==> config.mk <==
export PLATFORM = sky130hd
export DESIGN_NAME = serial_char_rx
export DESIGN_NICKNAME = d
export VERILOG_FILES = /design/src/rtl/srx_pkg.sv /design/src/rtl/srx_sync.sv /design/src/rtl/srx_deser.sv /design/src/rtl/srx_parity.sv /design/src/rtl/serial_char_rx.sv
export SDC_FILE = /design/constraint.sdc
export NUM_CORES = 1
export LEC_CHECK = 0
export ABC_AREA = 1
export BUFFER_PORTS_ARGS = -buffer_cell sky130_fd_sc_hd__buf_2
export CORE_AREA = 4 4 56 84
export CTS_BUF_LIST = sky130_fd_sc_hd__clkbuf_8 sky130_fd_sc_hd__clkbuf_16
export DETAILED_ROUTE_END_ITERATION = 8
export DIE_AREA = 0 0 60 88
export PLACE_DENSITY_LB_ADDON = 0.08
export SETUP_SLACK_MARGIN = 0.1
export SYNTH_ARGS = -nofsm -noshare
export SYNTH_HDL_FRONTEND = slang
export SYNTH_HIERARCHICAL = 1
export SYNTH_SLANG_ARGS = --single-unit
==> constraint.sdc <==
create_clock -name clk -period 1.64 [get_ports clk]
set_input_delay 0.246 -clock clk [delete_from_list [all_inputs] [get_ports clk]]
set_output_delay 0.246 -clock clk [all_outputs]
set_load 0.05 [all_outputs]
==> src/rtl/srx_pkg.sv <==
package srx_pkg;
  localparam int DATA_W = 8;

  typedef enum logic [2:0] {
    S_ARM,
    S_IDLE,
    S_START,
    S_DATA,
    S_PAR,
    S_STOP
  } srx_state_e;

  typedef struct packed {
    logic       even;
    logic       par_en;
    logic [1:0] wsel;
  } srx_fmt_t;

  function automatic logic [3:0] word_bits(input logic [1:0] sel);
    return 4'd5 + {2'b00, sel};
  endfunction
endpackage

==> src/rtl/srx_sync.sv <==
module srx_sync #(
  parameter int STAGES = 2
) (
  input  logic clk,
  input  logic rst_n,
  input  logic d,
  output logic q
);
  logic [STAGES-1:0] pipe;

  generate
    if (STAGES == 1) begin : g_one
      always_ff @(posedge clk or negedge rst_n)
        if (!rst_n) pipe <= '1;
        else        pipe <= d;
    end else begin : g_many
      always_ff @(posedge clk or negedge rst_n)
        if (!rst_n) pipe <= '1;
        else        pipe <= {pipe[STAGES-2:0], d};
    end
  endgenerate

  assign q = pipe[STAGES-1];
endmodule

==> src/rtl/srx_deser.sv <==
module srx_deser #(
  parameter int W  = 8,
  localparam int IW = $clog2(W)
) (
  input  logic          clk,
  input  logic          rst_n,
  input  logic          clr,
  input  logic          wr,
  input  logic [IW-1:0] idx,
  input  logic          bit_in,
  output logic [W-1:0]  data
);
  always_ff @(posedge clk or negedge rst_n)
    if (!rst_n)   data <= '0;
    else if (clr) data <= '0;
    else if (wr)  data[idx] <= bit_in;

  // zero-extension relies on unwritten positions keeping their cleared value
  assert_hold_between_writes_R4: assert property (@(posedge clk) disable iff (!rst_n)
    (!clr && !wr) |=> $stable(data))
    else $error("deser changed without a write");
endmodule

==> src/rtl/srx_parity.sv <==
module srx_parity #(
  parameter int W = 8
) (
  input  logic [W-1:0] data,
  input  logic         pbit,
  input  logic         even,
  output logic         err
);
  // odd: total ones must be odd; even: total ones must be even
  assign err = (^data) ^ pbit ^ ~even;
endmodule

==> src/rtl/serial_char_rx.sv <==
module serial_char_rx
  import srx_pkg::*;
#(
  parameter int OVS       = 16,
  parameter int SYNC_LEN  = 2
) (
  input  logic                clk,
  input  logic                rst_n,
  input  logic                rx_line,
  input  logic                tick16,
  input  logic [4:0]          fmt_cfg,
  output logic [DATA_W-1:0]   rx_data,
  output logic                rx_valid,
  output logic                parity_err,
  output logic                frame_err
);
  localparam int CW = $clog2(OVS);
  localparam int IW = $clog2(DATA_W);
  localparam logic [CW-1:0] MID_C  = CW'(OVS/2 - 1);
  localparam logic [CW-1:0] LAST_C = CW'(OVS - 1);

  srx_state_e        state;
  logic              rx_s;
  logic [CW-1:0]     tcnt;
  logic [IW-1:0]     bidx;
  srx_fmt_t          fmt_q;
  logic              perr_q;
  logic [DATA_W-1:0] shreg;
  logic              par_bad;
  logic              start_ok;
  logic              bit_pt;
  logic              wr_bit;
  logic [IW-1:0]     last_idx;
  logic              unused_stop_sel;

  assign unused_stop_sel = fmt_cfg[2];

  srx_sync #(.STAGES(SYNC_LEN)) u_sync (
    .clk(clk), .rst_n(rst_n), .d(rx_line), .q(rx_s)
  );

  assign start_ok = (state == S_START) && tick16 && (tcnt == MID_C) && !rx_s;
  assign bit_pt   = tick16 && (tcnt == LAST_C);
  assign wr_bit   = (state == S_DATA) && bit_pt;
  assign last_idx = IW'(word_bits(fmt_q.wsel) - 4'd1);

  srx_deser #(.W(DATA_W)) u_deser (
    .clk(clk), .rst_n(rst_n), .clr(start_ok), .wr(wr_bit),
    .idx(bidx), .bit_in(rx_s), .data(shreg)
  );

  srx_parity #(.W(DATA_W)) u_par (
    .data(shreg), .pbit(rx_s), .even(fmt_q.even), .err(par_bad)
  );

  always_ff @(posedge clk or negedge rst_n) begin
    if (!rst_n) begin
      state      <= S_ARM;
      tcnt       <= '0;
      bidx       <= '0;
      fmt_q      <= '0;
      perr_q     <= 1'b0;
      rx_data    <= '0;
      rx_valid   <= 1'b0;
      parity_err <= 1'b0;
      frame_err  <= 1'b0;
    end else begin
      rx_valid   <= 1'b0;
      parity_err <= 1'b0;
      frame_err  <= 1'b0;
      case (state)
        S_ARM:  if (rx_s) state <= S_IDLE;
        S_IDLE: if (tick16 && !rx_s) begin
          state <= S_START;
          tcnt  <= '0;
        end
        S_START: if (tick16) begin
          if (tcnt == MID_C) begin
            tcnt <= '0;
            if (!rx_s) begin
              state  <= S_DATA;
              bidx   <= '0;
              perr_q <= 1'b0;
              fmt_q  <= '{even: fmt_cfg[4], par_en: fmt_cfg[3], wsel: fmt_cfg[1:0]};
            end else begin
              state <= S_IDLE;
            end
          end else begin
            tcnt <= tcnt + 1'b1;
          end
        end
        S_DATA: if (tick16) begin
          tcnt <= tcnt + 1'b1;
          if (bit_pt) begin
            tcnt <= '0;
            if (bidx == last_idx) state <= fmt_q.par_en ? S_PAR : S_STOP;
            else                  bidx  <= bidx + 1'b1;
          end
        end
        S_PAR: if (tick16) begin
          tcnt <= tcnt + 1'b1;
          if (bit_pt) begin
            tcnt   <= '0;
            perr_q <= par_bad;
            state  <= S_STOP;
          end
        end
        S_STOP: if (tick16) begin
          tcnt <= tcnt + 1'b1;
          if (bit_pt) begin
            tcnt       <= '0;
            rx_data    <= shreg;
            rx_valid   <= 1'b1;
            parity_err <= perr_q & fmt_q.par_en;
            frame_err  <= ~rx_s;
            state      <= S_ARM;
          end
        end
        default: state <= S_ARM;
      endcase
    end
  end

  assert_single_strobe_R6: assert property (@(posedge clk) disable iff (!rst_n)
    rx_valid |=> !rx_valid)
    else $error("strobe longer than one clock");

  assert_flags_with_strobe_R6: assert property (@(posedge clk) disable iff (!rst_n)
    (parity_err || frame_err) |-> rx_valid)
    else $error("error flag outside strobe");

  assert_zero_extend_R4: assert property (@(posedge clk) disable iff (!rst_n)
    rx_valid |-> ((rx_data >> word_bits(fmt_q.wsel)) == '0))
    else $error("bits above word length not zero");

  assert_glitch_to_idle_R2: assert property (@(posedge clk) disable iff (!rst_n)
    (state == S_START && tick16 && tcnt == MID_C && rx_s) |=> (state == S_IDLE))
    else $error("glitch not rejected");

  assert_parity_needs_enable_R3: assert property (@(posedge clk) disable iff (!rst_n)
    parity_err |-> fmt_q.par_en)
    else $error("parity error without parity enabled");

  assert_arm_waits_high_R7: assert property (@(posedge clk) disable iff (!rst_n)
    (state == S_ARM) |=> (state == S_ARM || state == S_IDLE))
    else $error("start search before line high");
endmodule

==> flow_metrics.env <==
export IMPL_status="finished clean"
export IMPL_synth_ff_type="dfrtp_1"
export IMPL_num_vias=1883
export IMPL_synth_area_leaders="dfrtp_1 (42%), nand2_1 (23%), inv_1 (7.0%)"
export IMPL_ys_ff_latch=36
export IMPL_clkTransAtPathRegs_ns=0.08
export IMPL_min_delay_path_depth=1
export IMPL_crit_fanout=8
export IMPL_grt_pass1_vias=1727
export IMPL_async_flop_share=1.00
export IMPL_timing_fmax_mhz=663
export IMPL_worst_setup_path_start_kind="flop"
export IMPL_drc_errors=0
export IMPL_hp_class="in -> reg"
export IMPL_ys_seq_area_frac=0.441
export IMPL_synth_distinct_cells=22
export IMPL_first_pass_iters=4
export IMPL_cp_slowest_cell="dfrtp_1"
export IMPL_finClkSkew_ns=0.00616
export IMPL_syn_nets=303
export IMPL_min_to="u_sync/pipe[0]"
export IMPL_clockBufferDepth=2
export IMPL_portBuffers=18
export IMPL_wl_um=4510
export IMPL_slowest_delay_ns=0.40
export IMPL_cpMostUsedCell="nand2_4"
export IMPL_antenna_cells=0
export IMPL_grt_max_degree=21
export IMPL_finalNetCount=346
export IMPL_rsz0062_at_grt="yes"
export IMPL_cts_made_buffers=5
export IMPL_r2r_setup_slack_ns=0.13
export IMPL_holdCritStartpoint="rx_line"
export IMPL_required_ns=1.83
export IMPL_p_leak_nw=1.45
export IMPL_drive_above_1_share=0.271
export IMPL_dr_first_iter_drc_count=76
export IMPL_p_per_area_nw_per_um2=1170
export IMPL_dp_hpwl_um=3270
export IMPL_fin_cells=381
export IMPL_syn_cell_area_um2=2050
export IMPL_gr_total_overflow=0
export IMPL_fp_dieArea_um2=5280
export IMPL_worstSkewPairLatency_ns=0.29
export IMPL_dp_cells=364
export IMPL_gp_congestion=0.801
export IMPL_yosysTopAreaCell="dfrtp_1"
export IMPL_synthCells=292
export IMPL_r2r_start="tcnt[0]"
export IMPL_total_power_w=0.00301
export IMPL_cts_root_buffer="clkbuf_8"
export IMPL_fp_dieH_um=88
export IMPL_hold_ws_ns=0.0480
export IMPL_h_tree_depth=2
export IMPL_dp_slack_ns=0.0351
export IMPL_finalMaxSlewViolations=0
export IMPL_worst_r2r_path_depth=10
export IMPL_initial_core_util=0.522
export IMPL_grtUsageTotal=0.189
export IMPL_setup_worst_path_end_class="flop"
export IMPL_tightestPinTransition_ns=0.408
export IMPL_r2r_end="u_deser/data[1]"
export IMPL_die_w_um=60
export IMPL_crit_type="reg -> reg"
export IMPL_grt_pass1_wl_um=7510
export IMPL_avgViaCountPerCell=4.94
export IMPL_wire_per_inst_um=11.8
export IMPL_ant_nets=0
export IMPL_hold_violations=0
export IMPL_synth_edf_count=0
export IMPL_synth_top_area_frac=0.416
export IMPL_syn_avg_cell_area_um2=7.01
export IMPL_arrival_ns=1.70
export IMPL_max_cap_violations=0
export IMPL_core_area_um2=3920
export IMPL_cp_cell_sequence="ha_4 -> nand2_4 -> nor2_4 -> nand4_1 -> inv_2 -> inv_4 -> nand2_4 -> nand3_1 -> nand2_1 -> inv_1"
export IMPL_areaGrowthSynthToFinish_pct=25.1
export IMPL_yosysWarnings=6
export IMPL_relSlewSlack=0.728
export IMPL_fin_ws_ns=0.131
export IMPL_min_period_ns=1.51
export IMPL_fin_tns_setup_ns=0
export IMPL_cts_tree="built"
export IMPL_final_setup_viol_count=0
export IMPL_clock_sinks=36
export IMPL_antenna_found_initial=0
export IMPL_fp_row_count=28
export IMPL_io_pins=20
export IMPL_fin_crit_sh=0.920
export IMPL_ir_worst_vdd_mv=1.05
export IMPL_synth_most_common_cell="nand2_1"
export IMPL_ys_top_cells_by_count="nand2_1 (123), inv_1 (38), dfrtp_1 (34)"
-- per-stage QoR --
stage / area [um2] / util
3_5_place_dp: 2280 / 0.582
6_report: 2560 / 0.653
5_1_grt: 2560 / 0.653
4_1_cts: 2450 / 0.625
3_3_place_gp: 2280 / 0.582
2_1_floorplan: 2060 / -
-- area by class of cell --
cell class / count / area, um2
Clock inverter: 1 / 30.0
Inverter: 45 / 171
Timing Repair Buffer: 36 / 240
Sequential cell: 36 / 906
Tap cell: 45 / 56.3
Multi-Input combinational cell: 211 / 1060
Fill cell: 376 / 1360
Clock buffer: 7 / 96.3
-- kinds of logic (layout without fill, tap and decap cells) --
logic type | after synthesis | in the layout | synth area share
fa+ha+maj | 2 | 2 | 0.0122
buf+inv | 45 | 89 | 0.0825
simple gates | 185 | 185 | 0.394
xor+xnor | 4 | 4 | 0.0171
flops | 36 | 36 | 0.441
compound gates | 20 | 20 | 0.0526
-- what timing repair did --
action | 4_1_cts | 5_1_grt
endpoints found under the setup margin | 18 | 30
buffers inserted | 3 | 5
pin swaps | 2 | 8
resized for setup | 3 | 22
hold buffers | 1 | 0
hold endpoints to repair | 14 | 0
-- power by group --
group / internal, W / switching [W]
clock: 0.000536 / 0.000325
sequential: 0.000976 / 0.000133
combinational: 0.000387 / 0.000652
total: 0.00190 / 0.00111
-- worst max-delay path: cells and delay by family (launching register included) --
family / cells / cell delay (ns)
flops: 1 / 0.40
fa+ha+maj: 1 / 0.17
simple gates: 6 / 0.56
buf+inv: 3 / 0.27
-- layer usage --
| metal | track usage | wire length [um] | up-vias | share of wire |
|---|---|---|---|---|
| met5 | 0 | 0 | - | 0 |
| met4 | 0.0988 | 119 | 0 | 0.026 |
| met3 | 0.0413 | 155 | 9 | 0.034 |
| met2 | 0.335 | 2400 | 34 | 0.53 |
| met1 | 0.205 | 1840 | 861 | 0.41 |
| li1 | - | - | 979 | - |
-- state kept, by name, summed over array words and instances, names as in the netlist, 2 cells and up --
name and cells:
u_deser/data 8, state 3, rx_data 8, fmt_q 4, u_sync/pipe 2, tcnt 4
bidx 3
-- cells in the final DEF (no fill, tap or decap), types with 7 or more instances in the layout --
cell      Yosys  routed
o21ai_1       5       8
nand3_1      18      14
inv_2         7       9
buf_2         0      18
buf_4         0      16
clkbuf_8      0       7
nand2_2      11      12
inv_1        38      35
dfrtp_1      34      32
nand2_1     123     119
nor2_1       17      14
-- worst max-delay path by stage --
stage | cells after the start | endpoint | slack (ns) | start
floorplan | 10 | u_deser/data[2] | 0.12 | state[2]
global placement | 10 | u_deser/data[6] | 0.06 | tcnt[1]
detailed placement | 10 | u_deser/data[6] | 0.04 | tcnt[1]
CTS | 10 | u_deser/data[6] | 0.10 | tcnt[0]
global route | 10 | u_deser/data[4] | 0.03 | tcnt[1]
finish | 10 | u_deser/data[1] | 0.13 | tcnt[0]
No activity file was read; power rests on OpenSTA's default activity.
